<file path="src/rtl/vga_scan_pkg.sv">
package vga_scan_pkg;

  // Decoded raster position for the current pixel period
  typedef struct packed {
    logic h_vis;
    logic h_sync;
    logic line_end;
    logic v_vis;
    logic v_sync;
  } raster_t;

endpackage

</file>
<file path="src/rtl/vga_slot_arb.sv">
module vga_slot_arb #(
  parameter int ADDR_W = 16
) (
  input  logic              clk_i,
  input  logic              rst_ni,
  input  logic [ADDR_W-1:0] disp_addr_i,
  input  logic [ADDR_W-1:0] cpu_addr_i,
  output logic [ADDR_W-1:0] ram_addr_o,
  output logic              cpu_grant_o,
  output logic              tick_o
);

  logic phase_q;

  always_ff @(posedge clk_i or negedge rst_ni) begin
    if (!rst_ni) phase_q <= 1'b0;
    else         phase_q <= ~phase_q;
  end

  // phase 0: display slot, phase 1: CPU slot (last cycle of the pixel period)
  assign cpu_grant_o = phase_q;
  assign tick_o      = phase_q;
  assign ram_addr_o  = phase_q ? cpu_addr_i : disp_addr_i;

endmodule

</file>
<file path="src/rtl/vga_raster_ctr.sv">
module vga_raster_ctr
  import vga_scan_pkg::*;
#(
  parameter int H_VIS  = 160,
  parameter int H_FP   = 4,
  parameter int H_SYNC = 24,
  parameter int H_BP   = 12,
  parameter int V_VIS  = 480,
  parameter int V_FP   = 10,
  parameter int V_SYNC = 2,
  parameter int V_BP   = 33
) (
  input  logic    clk_i,
  input  logic    rst_ni,
  input  logic    tick_i,
  output raster_t rs_o
);

  localparam int H_TOT = H_VIS + H_FP + H_SYNC + H_BP;
  localparam int V_TOT = V_VIS + V_FP + V_SYNC + V_BP;
  localparam int HW    = $clog2(H_TOT);
  localparam int VW    = $clog2(V_TOT);

  localparam logic [HW-1:0] H_LAST  = HW'(H_TOT - 1);
  localparam logic [HW-1:0] H_VEND  = HW'(H_VIS);
  localparam logic [HW-1:0] H_SBEG  = HW'(H_VIS + H_FP);
  localparam logic [HW-1:0] H_SEND  = HW'(H_VIS + H_FP + H_SYNC);
  localparam logic [VW-1:0] V_LAST  = VW'(V_TOT - 1);
  localparam logic [VW-1:0] V_VEND  = VW'(V_VIS);
  localparam logic [VW-1:0] V_SBEG  = VW'(V_VIS + V_FP);
  localparam logic [VW-1:0] V_SEND  = VW'(V_VIS + V_FP + V_SYNC);

  logic [HW-1:0] h_cnt_q;
  logic [VW-1:0] v_cnt_q;
  logic          h_last, v_last;

  assign h_last = (h_cnt_q == H_LAST);
  assign v_last = (v_cnt_q == V_LAST);

  always_ff @(posedge clk_i or negedge rst_ni) begin
    if (!rst_ni) begin
      h_cnt_q <= '0;
    end else if (tick_i) begin
      h_cnt_q <= h_last ? '0 : h_cnt_q + 1'b1;
    end
  end

  always_ff @(posedge clk_i or negedge rst_ni) begin
    if (!rst_ni) begin
      v_cnt_q <= '0;
    end else if (tick_i && h_last) begin
      v_cnt_q <= v_last ? '0 : v_cnt_q + 1'b1;
    end
  end

  always_comb begin
    rs_o.h_vis    = (h_cnt_q < H_VEND);
    rs_o.h_sync   = (h_cnt_q >= H_SBEG) && (h_cnt_q < H_SEND);
    rs_o.line_end = h_last;
    rs_o.v_vis    = (v_cnt_q < V_VEND);
    rs_o.v_sync   = (v_cnt_q >= V_SBEG) && (v_cnt_q < V_SEND);
  end

endmodule

</file>
<file path="src/rtl/vga_fetch_addr.sv">
module vga_fetch_addr
  import vga_scan_pkg::*;
#(
  parameter int OFF_W  = 8,
  parameter int PAGE_W = 8,
  parameter int ROW_SH = 2
) (
  input  logic                    clk_i,
  input  logic                    rst_ni,
  input  logic                    tick_i,
  input  raster_t                 rs_i,
  output logic [PAGE_W+OFF_W-1:0] disp_addr_o
);

  localparam int LINE_W = PAGE_W + ROW_SH;

  logic [OFF_W-1:0]  off_q;
  logic [LINE_W-1:0] line_q;

  // Column offset: cleared by horizontal sync, advances over visible pixels
  always_ff @(posedge clk_i or negedge rst_ni) begin
    if (!rst_ni)          off_q <= '0;
    else if (tick_i) begin
      if (rs_i.h_sync)    off_q <= '0;
      else if (rs_i.h_vis) off_q <= off_q + 1'b1;
    end
  end

  // Line counter: cleared by vertical sync, advances at the end of visible lines
  always_ff @(posedge clk_i or negedge rst_ni) begin
    if (!rst_ni)          line_q <= '0;
    else if (tick_i) begin
      if (rs_i.v_sync)    line_q <= '0;
      else if (rs_i.line_end && rs_i.v_vis) line_q <= line_q + 1'b1;
    end
  end

  // Dropping the low line bits repeats each stored row
  assign disp_addr_o = {line_q[LINE_W-1:ROW_SH], off_q};

endmodule

</file>
<file path="src/rtl/vga_scan_gen.sv">
module vga_scan_gen
  import vga_scan_pkg::*;
#(
  parameter int H_VIS  = 160,
  parameter int H_FP   = 4,
  parameter int H_SYNC = 24,
  parameter int H_BP   = 12,
  parameter int V_VIS  = 480,
  parameter int V_FP   = 10,
  parameter int V_SYNC = 2,
  parameter int V_BP   = 33,
  parameter int OFF_W  = 8,
  parameter int PAGE_W = 8,
  parameter int ROW_SH = 2,
  parameter int PIX_W  = 8,
  localparam int ADDR_W = PAGE_W + OFF_W
) (
  input  logic              clk_i,
  input  logic              rst_ni,
  input  logic [ADDR_W-1:0] cpu_addr_i,
  input  logic [PIX_W-1:0]  pix_data_i,
  output logic [ADDR_W-1:0] ram_addr_o,
  output logic              cpu_grant_o,
  output logic              hsync_o,
  output logic              vsync_o,
  output logic              vblank_o,
  output logic [PIX_W-1:0]  color_o
);

  logic              tick;
  raster_t           rs;
  logic [ADDR_W-1:0] disp_addr;

  vga_slot_arb #(.ADDR_W(ADDR_W)) u_arb (
    .clk_i       (clk_i),
    .rst_ni      (rst_ni),
    .disp_addr_i (disp_addr),
    .cpu_addr_i  (cpu_addr_i),
    .ram_addr_o  (ram_addr_o),
    .cpu_grant_o (cpu_grant_o),
    .tick_o      (tick)
  );

  vga_raster_ctr #(
    .H_VIS(H_VIS), .H_FP(H_FP), .H_SYNC(H_SYNC), .H_BP(H_BP),
    .V_VIS(V_VIS), .V_FP(V_FP), .V_SYNC(V_SYNC), .V_BP(V_BP)
  ) u_raster (
    .clk_i  (clk_i),
    .rst_ni (rst_ni),
    .tick_i (tick),
    .rs_o   (rs)
  );

  vga_fetch_addr #(
    .OFF_W(OFF_W), .PAGE_W(PAGE_W), .ROW_SH(ROW_SH)
  ) u_fetch (
    .clk_i       (clk_i),
    .rst_ni      (rst_ni),
    .tick_i      (tick),
    .rs_i        (rs),
    .disp_addr_o (disp_addr)
  );

  // Output stage: captured at the end of each pixel period
  always_ff @(posedge clk_i or negedge rst_ni) begin
    if (!rst_ni) begin
      hsync_o  <= 1'b1;
      vsync_o  <= 1'b1;
      vblank_o <= 1'b0;
      color_o  <= '0;
    end else if (tick) begin
      hsync_o  <= ~rs.h_sync;
      vsync_o  <= ~rs.v_sync;
      vblank_o <= ~rs.v_vis;
      color_o  <= (rs.h_vis && rs.v_vis) ? pix_data_i : '0;
    end
  end

endmodule

</file>
<file path="config.mk">
export PLATFORM = sky130hd
export DESIGN_NAME = vga_scan_gen
export DESIGN_NICKNAME = d
export VERILOG_FILES = /design/src/rtl/vga_scan_pkg.sv /design/src/rtl/vga_slot_arb.sv /design/src/rtl/vga_raster_ctr.sv /design/src/rtl/vga_fetch_addr.sv /design/src/rtl/vga_scan_gen.sv
export SDC_FILE = /design/constraint.sdc
export NUM_CORES = 1
export LEC_CHECK = 0
export CAP_MARGIN = 0
export CORE_UTILIZATION = 42
export CTS_CLUSTER_DIAMETER = 40
export DETAILED_ROUTE_END_ITERATION = 7
export HOLD_SLACK_MARGIN = 0.08
export PLACE_DENSITY_LB_ADDON = 0.15
export SETUP_SLACK_MARGIN = 0.4
export SYNTH_ARGS = -nofsm -noshare
export SYNTH_HDL_FRONTEND = slang
export SYNTH_SLANG_ARGS = --single-unit
</file>
<file path="constraint.sdc">
create_clock -name clk_i -period 2.3 [get_ports clk_i]
set_input_delay 0.46 -clock clk_i [delete_from_list [all_inputs] [get_ports clk_i]]
set_output_delay 0.46 -clock clk_i [all_outputs]
set_load 0.01 [all_outputs]
</file>
======== Word-level counts from Yosys, hierarchy flattened ========
Index checks and enable logic that the tools add are counted.
operators by class
  $add $sub $neg .......................... 4
  equal/unequal tests ..................... 2
  $lt $le $gt $ge ......................... 6
  reduce and logical (&&, ||, !) cells .... 9
  mux-type cells .......................... 8
  bitwise operators ....................... 4
operator list
  cell                                                                number
  2-to-1 mux 8 bit                                                    4
  2-to-1 mux 10 bit                                                   3
  adder 10 x 1 -> 10 bit, second input constant                       2
  less-than comparator 10 x 9 -> 1 bit, second input constant         2
  adder 8 x 1 -> 8 bit, second input constant                         2
  less-than comparator 8 bit, second input constant                   2
  2-to-1 mux 16 bit                                                   1
  equality test 10 bit, second input constant                         1
  greater-or-equal comparator 10 x 9 -> 1 bit, second input constant  1
  equality test 8 bit, second input constant                          1
  greater-or-equal comparator 8 bit, second input constant            1
  logical AND 1 bit                                                   5
  inverter 1 bit                                                      4
  AND reduction 2 bit                                                 2
  nonzero test 2 bit                                                  2
word-level totals
  output and inout bits ................... 28
  flip-flop bits (word level) ............. 48
  logic and storage cells ................. 42

======== Depth between registers and ports, before layout ========
Gate-level depths: netlist (run 1).
  depth in word-level cells ............... 4
  gate-level depth with buffers ........... 6
  gate-level depth less buffers ........... 6

======== Hierarchy ========
Synthesis (run 1) repeated with hierarchy kept, for this count alone.
second synthesis, totals
  cells, all modules ...................... 292
  area total of the unflattened synthesis .. 2934.1 µm²
by module, submodules not included
  module          times used  seq. area each (µm²)  cells each  area each (µm²)
  vga_fetch_addr  1           450.4                 119         1113.6
  vga_raster_ctr  1           450.4                 108         1019.7
  vga_scan_gen    1           277.8                 44          519.2
  vga_slot_arb    1           25.0                  21          281.5

======== Worst setup path before layout (run 1) ========
OpenSTA, ideal clock, no wires.
  path type ............................... register -> output
  start ................................... register u_arb.phase_q (netlist: u_arb.cpu_grant_o)
  end ..................................... output ram_addr_o[10]
  data required time ...................... 1.840 ns
  buffers on the path ..................... 2
  cell stages (with the launch flop) ...... 4
  arrival ................................. 1.448 ns
  setup slack ............................. 0.392 ns
  path through ............................ dfrtp_1 clkbuf_1 buf_1 mux2_2
on the way
  longest elaborated chain between the ends .. 1
ends and longest elaborated chain
  element                 line                RTL
  from (decl)             vga_slot_arb.sv:13  logic phase_q;
  from (signal assigned)  vga_slot_arb.sv:17  else phase_q <= ~phase_q;
  2-to-1 mux 16 bit       vga_slot_arb.sv:23  assign ram_addr_o = phase_q ? cpu_addr_i : disp_addr_i;
  to (decl)               vga_scan_gen.sv:22  output logic [ADDR_W-1:0] ram_addr_o,
Every way passes these cells.

======== Worst setup path in the final report (run 1) ========
Ends and elaborated chain as after synthesis.

==> results.ini, run 1 <==
[clock_network]
cts_root_buf=clkbuf_8
numCtsBuffers=5
cts_buffer_depth=2
cts_tree=yes
htreeDepth=2
cts_hold_buf=0
clock_latency_ns=0.31
cts.clk_slew.worst_paths_ns=0.09
clock-sinks=48

[floorplanning]
rows=27
die_x_um=79.7
dieArea_sq_um=6360
start_util=0.447
fp.coreArea_sq_um=5680
die_y_um=79.7
pin_count=54

[global_routing]
grt_pass1_vias=2033
grt_max_degree=49
antenna_found_initial=0
grtUsageTotal=0.187
grt-ovfl-total=0
grt_pass1_wl_um=9280

[setup_path]
required_ns=1.84
start_kind=flip-flop
crit_family=flip-flops
crit_arrival_ns=1.45
critPathKind=reg -> out
timing.critical_path.mode_cell=buf_6
path_max_fanout=6
path_buf_inv=3
end_kind=output pin
slowest_stage=dfrtp_2
path_cells=buf_6 > buf_16 > mux2_2 > buf_6
max_stage_delay_ns=0.45

[synthesis]
netlist_area_sq_um=2540
synth_edf_count=0
synth-async-reset-ratio=1.00
syn_avg_cell_area_sq_um=10.4
synthTopCellsByArea=dfrtp_1 (45%), mux2_2 (7.1%), xor2_1 (3.8%)
synth-seq-cells=48
synth_most_common_cell=dfrtp_1
synth_common_cells=dfrtp_1 (46), mux2_2 (16), nand2_1 (15), nor2_1 (15)
ys_types=44
synth_seq_area_share=0.474
syn_nets=278
synth_warnings=0
yosys.area.top_type=dfrtp_1
ys.flop_type=dfrtp_1
postSynthCellCount=245
post-synth-top-area-fraction=0.453

[timing]
slew_headroom=0.602
clock.fmax_mhz=522
skew_ns=0.0137
worst_pin_slew_ns=0.598
fin_setup_tns_ns=0
grt_setup_unrepaired=yes
hold_violations=0
fin_crit_sh=0.832
setup_viol=0
slew_viol_final=0
fin_crit_ns=1.91

[pwr]
combPwrFrac=0.080
p_clk_frac=0.389
p_per_area_nw_per_um2=469
power_leakage_nw=1.51
sw_frac_of_total=0.217
ir_drop_mv=0.305
power_frac_seq=0.531
p_switching_uw=349
intPower_mw=1.26

[drt]
vias=2141
viasPerCell=5.49
wire_per_inst_um=14.4
drtAntennaViolNets=0
drt-total-wl_um=5620
dr.pass1.iters=4
drt_iter0_markers=114
drc=0

[job]
maxCapViolCount=0

[min_path]
hold_class=in -> async

[run_status]
run_status=complete, no violations

[place]
place.gp.congestion=0.802
dp_hpwl_um=3700
dp.cells=367
portBuffers=53

[finish]
diodes=0
layout.nets=350
seqCellArea_sq_um=1200
area_delta_synth_final_pct=35.2
multi_input_area_sq_um=1280
drive_gt1_frac=0.230
fillerInstances=487
layoutNonFillerInstCount=390

sequential cells by signal (all words and copies together), names as in the netlist:
signal,flops
u_fetch.off_q,8
color_o,8
vsync_o,1
vblank_o,1
u_raster.v_cnt_q,10
u_raster.h_cnt_q,8
u_fetch.line_q,10
u_arb.cpu_grant_o,1
hsync_o,1
power groups by stage:
stage | clock, mW | sequential, mW | combinational, mW
final | 0.626 | 0.854 | 0.129
after global routing | 0.672 | 0.855 | 0.140
after CTS | 0.641 | 0.855 | 0.129
after detailed placement | 0 | 0.871 | 0.135
after global placement | 0 | 0.871 | 0.132
after floorplan | 0 | 0.875 | 0.0281
cells in the final DEF (no fill, tap or decap), drive strengths merged, types with 9 or more instances in the layout:
cell type / synthesis / routed
a21oi: 13 / 13
a22o: 9 / 9
buf: 4 / 38
clkdlybuf4s50: 0 / 35
dfrtp: 46 / 46
inv: 8 / 9
mux2: 16 / 16
nand2: 15 / 15
nand3: 14 / 14
nand4: 14 / 15
nor2: 15 / 15
o21ai: 15 / 15
xor2: 11 / 11
what timing repair did:
| item | 4_1_cts | 5_1_grt |
|---|---|---|
| pin swaps | 1 | 3 |
| cloned | 3 | 0 |
| buffers inserted | 4 | 8 |
| hold endpoints to repair | 0 | 0 |
| resized for setup | 80 | 5 |
| setup endpoints to repair | 20 | 19 |
kinds of logic (layout without fill, tap and decap cells):
| logic type | Yosys count | after routing | synth area share |
|---|---|---|---|
| multiplexers | 19 | 19 | 0.0828 |
| XOR/XNOR | 15 | 15 | 0.0517 |
| AND/OR/NAND/NOR | 95 | 96 | 0.223 |
| AO/OA/AOI/OAI | 43 | 43 | 0.104 |
| buffers and inverters | 18 | 90 | 0.0301 |
| flip-flops | 48 | 48 | 0.474 |
| adder cells (fa/ha/maj) | 7 | 7 | 0.0345 |
worst register-to-register path: stages (launching register included):
cell and delay (ns):
dfrtp_2 0.45, buf_4 0.17, nor4bb_1 0.24, or4b_2 0.65
nand3_1 0.12, o21ai_0 0.10
per-stage QoR:
| stage | instance area (sq um) | setup slack [ns] | total power, mW | util | hold slack, ns |
|---|---|---|---|---|---|
| finish | 3430 | 0.386 | 1.61 | 0.605 | 0.228 |
| global route | 3430 | 0.342 | 1.67 | 0.605 | 0.298 |
| CTS | 3360 | 0.375 | 1.63 | 0.592 | 0.259 |
| detailed placement | 3170 | 0.229 | 1.01 | 0.558 | 0.477 |
| global placement | 3170 | 0.255 | 1.00 | 0.558 | 0.479 |
| floorplan | 2540 | 0.441 | 0.903 | - | 0.164 |
layout make-up:
cell class,count,area share
multi-input combinational,180,0.373
inverter,9,0.00984
tap,72,0.0262
clock inverter,3,0.0135
clock buffer,5,0.0201
sequential,48,0.351
timing repair buffer,73,0.206
worst paths after layout:
kind	startpoint	slack (ns)	end	cells past startpoint
max	u_arb.cpu_grant_o	0.39	ram_addr_o[10]	4
min	rst_ni	0.23	u_fetch.off_q[0]	2
max reg2reg	u_arb.cpu_grant_o	0.47	u_fetch.line_q[1]	5
min reg2reg	vsync_o	0.49	vsync_o	2
max in group asynchronous	rst_ni	1.63	u_arb.cpu_grant_o	2
min in group clk_i	vsync_o	0.49	vsync_o	2
per-layer routing:
| metal | up-vias | GRT usage | share of wire |
|---|---|---|---|
| met1 | 1039 | 0.241 | 0.46 |
| met5 | - | 0 | 0 |
| li1 | 1053 | - | - |
| met3 | 7 | 0.0366 | 0.048 |
| met2 | 42 | 0.309 | 0.48 |
| met4 | 0 | 0.0714 | 0.011 |
No activity file was read; power rests on OpenSTA's default activity.
==> run 2: changes to the inputs <==
==> constraint.sdc (replaced) <==
create_clock -name clk_i -period 1.8 [get_ports clk_i]
set_input_delay 0.36 -clock clk_i [delete_from_list [all_inputs] [get_ports clk_i]]
set_output_delay 0.36 -clock clk_i [all_outputs]
set_load 0.01 [all_outputs]
==> results.ini, run 2 (same netlist as run 1, synthesis figures left out) <==
[run_status]
run_status=finished, violations left
violations=negative setup slack

[drt]
drt_iter0_markers=95  ; -17%
viasPerCell=5.46  ; -0.54%
drc=0  ; unchanged
dr.pass1.iters=4  ; unchanged
drt-total-wl_um=7090  ; +26%
vias=2397  ; +12%
wire_per_inst_um=16.1  ; +12%
drtAntennaViolNets=0  ; unchanged

[timing]
setup_viol=14  ; +14
worst_slack_ns=-0.0158  ; -0.401 ns
fin_crit_sh=1.01
slew_viol_final=0  ; unchanged
hold_ws_ns=0.513  ; +0.285 ns
grt_setup_unrepaired=yes
hold_violations=0  ; unchanged
clock.fmax_mhz=551
worst_pin_slew_ns=0.467  ; -0.130 ns
slew_headroom=0.688  ; +0.0867
fin_crit_ns=1.82
skew_ns=0.0127  ; -0.000982 ns

[setup_path]
slowest_stage=dfrtp_2
max_stage_delay_ns=0.45  ; about the same
end_kind=output pin
timing.critical_path.mode_cell=buf_12
critPathKind=reg -> out
path_buf_inv=3  ; unchanged
crit_arrival_ns=1.46  ; about the same
path_max_fanout=5  ; -1
crit_family=flip-flops
required_ns=1.44  ; -0.40 ns
start_kind=flip-flop
path_cells=buf_12 > buf_12 > mux2_4 > buf_6

[clock_network]
cts_tree=yes
clock-sinks=48  ; unchanged
numCtsBuffers=5  ; unchanged
cts.clk_slew.worst_paths_ns=0.10  ; about the same
htreeDepth=2  ; unchanged
clock_latency_ns=0.31  ; about the same
cts_root_buf=clkbuf_8
cts_buffer_depth=2  ; unchanged

[finish]
layout.nets=399  ; +14%
drive_gt1_frac=0.469  ; +0.239
seqCellArea_sq_um=1210  ; +0.10%
diodes=0  ; unchanged
fillerInstances=354  ; -27%
final_common_cell=dfrtp_1
finish.instance_area_sq_um=4310  ; +26%
multi_input_area_sq_um=1620  ; +26%
postLayoutCoreUtil=0.760  ; +0.155
area_delta_synth_final_pct=69.9
reg_top3=u_fetch.line_q: 10 flops, u_raster.v_cnt_q: 10 flops
final_cell_mix=dfrtp_1 (44), buf_4 (39), buf_6 (37), clkdlybuf4s50_1 (24), mux2_4 (15)

[global_routing]
grt_max_degree=33  ; -33%
grtUsageTotal=0.221  ; +0.0342
grt_pass1_vias=2261  ; +11%
antenna_found_initial=0  ; unchanged
grt_pass1_wl_um=10700  ; +16%
grt-ovfl-total=0  ; unchanged

[min_path]
hold_class=reg -> reg

[pwr]
p_switching_uw=443  ; +27%
p_clk_frac=0.349  ; -0.040
ir_drop_mv=0.374  ; +23%
p_per_area_nw_per_um2=455  ; -2.9%
intPower_mw=1.52  ; +21%
combPwrFrac=0.095  ; +0.015
power_frac_seq=0.556  ; +0.025
power_leakage_nw=2.00  ; +32%
sw_frac_of_total=0.226  ; +0.00880

[floorplanning]
die_x_um=79.7  ; unchanged
rows=27  ; unchanged
dieArea_sq_um=6360  ; unchanged
start_util=0.447  ; unchanged
die_y_um=79.7  ; unchanged
pin_count=54  ; unchanged
fp.coreArea_sq_um=5680  ; unchanged

[place]
dp_hpwl_um=4040  ; +9.2%
placed_area_sq_um=3420  ; +7.9%
place_ws_ns=-0.0679  ; -0.297 ns
portBuffers=53  ; unchanged
place.gp.congestion=0.803  ; +0.17%

[job]
maxCapViolCount=0  ; unchanged

run 2: changes by cell type in the layout (fill, tap and decap cells not counted), moves of 6 or more:
| cell | delta |
|---|---|
| buf_6 | +26 |
| buf_4 | +24 |
| mux2_2 | -15 |
| mux2_4 | +15 |
| clkdlybuf4s50_1 | -11 |
| dlygate4sd2_1 | +9 |
| nor2_1 | -9 |
| a21oi_1 | -8 |
| a21oi_2 | +7 |
| o21ai_0 | -7 |
| buf_2 | -6 |
| nand3_1 | -6 |
run 2: worst register-to-register path, stage by stage (launching register included):
cell and delay, ns:
dfrtp_1 0.37, ha_2 0.20, and4b_4 0.28, nand4_4 0.18
or4_1 0.54, a21oi_1 0.13
run 2: power groups by stage:
stage | logic (mW) | registers, mW | clock network, mW
after floorplan | 0.0452 | 1.12 | 0
after detailed placement | 0.186 | 1.11 | 0
after global placement | 0.184 | 1.11 | 0
after global routing | 0.201 | 1.09 | 0.739
after CTS | 0.189 | 1.09 | 0.689
final | 0.186 | 1.09 | 0.686
run 2: final timing paths:
kind,start,to,slack (ns),depth (start not counted)
worst min-delay path,color_o[1],color_o[1],0.51,1
worst min register to register,color_o[1],color_o[1],0.51,1
worst max register to register,u_raster.h_cnt_q[0],u_fetch.line_q[8],0.04,5
max in group asynchronous,rst_ni,vsync_o,0.66,3
worst max-delay path,u_arb.cpu_grant_o,ram_addr_o[15],-0.02,4
min in group asynchronous,rst_ni,u_fetch.off_q[2],0.53,2
run 2: timing repair:
| action | 4_1_cts | 5_1_grt |
|---|---|---|
| endpoints found under the setup margin | 57 | 60 |
| buffers inserted | 24 | 16 |
| cloned | 3 | 1 |
| endpoints found under the hold margin | 15 | 0 |
| pin swaps | 31 | 32 |
| gates resized for setup | 156 | 49 |
| hold buffers | 1 | 0 |
run 2: per-layer routing:
metal / global-route usage / routed length (um)
met2: 0.379 / 3720
met1: 0.276 / 3040
met5: 0 / 0
met3: 0.0389 / 208
met4: 0.0857 / 119
run 2: layout make-up:
class	instances	share of cell area
clock inverter	1	0.00174
timing repair buffer	123	0.294
multi-input combinational	179	0.376
sequential	48	0.280
tap	72	0.0209
clock buffer	7	0.0200
inverter	9	0.00870
run 2: per-stage QoR:
stage	setup TNS (ns)	total power, mW	cells
after floorplan	0	1.16	245
after global placement	-0.634	1.30	386
after detailed placement	-0.744	1.30	386
after CTS	-0.131	1.97	422
after global routing	-0.759	2.03	439
final	-0.134	1.96	439
==> run 3: changes to the inputs <==
--- a/config.mk
+++ b/config.mk
@@ -6,6 +6,7 @@
 export NUM_CORES = 1
 export LEC_CHECK = 0
 export CAP_MARGIN = 0
+export CORE_MARGIN = 1
 export CORE_UTILIZATION = 42
 export CTS_CLUSTER_DIAMETER = 40
 export DETAILED_ROUTE_END_ITERATION = 7
==> results of run 3 <==
Final layout, timing and power as in run 2 (identical DEF).
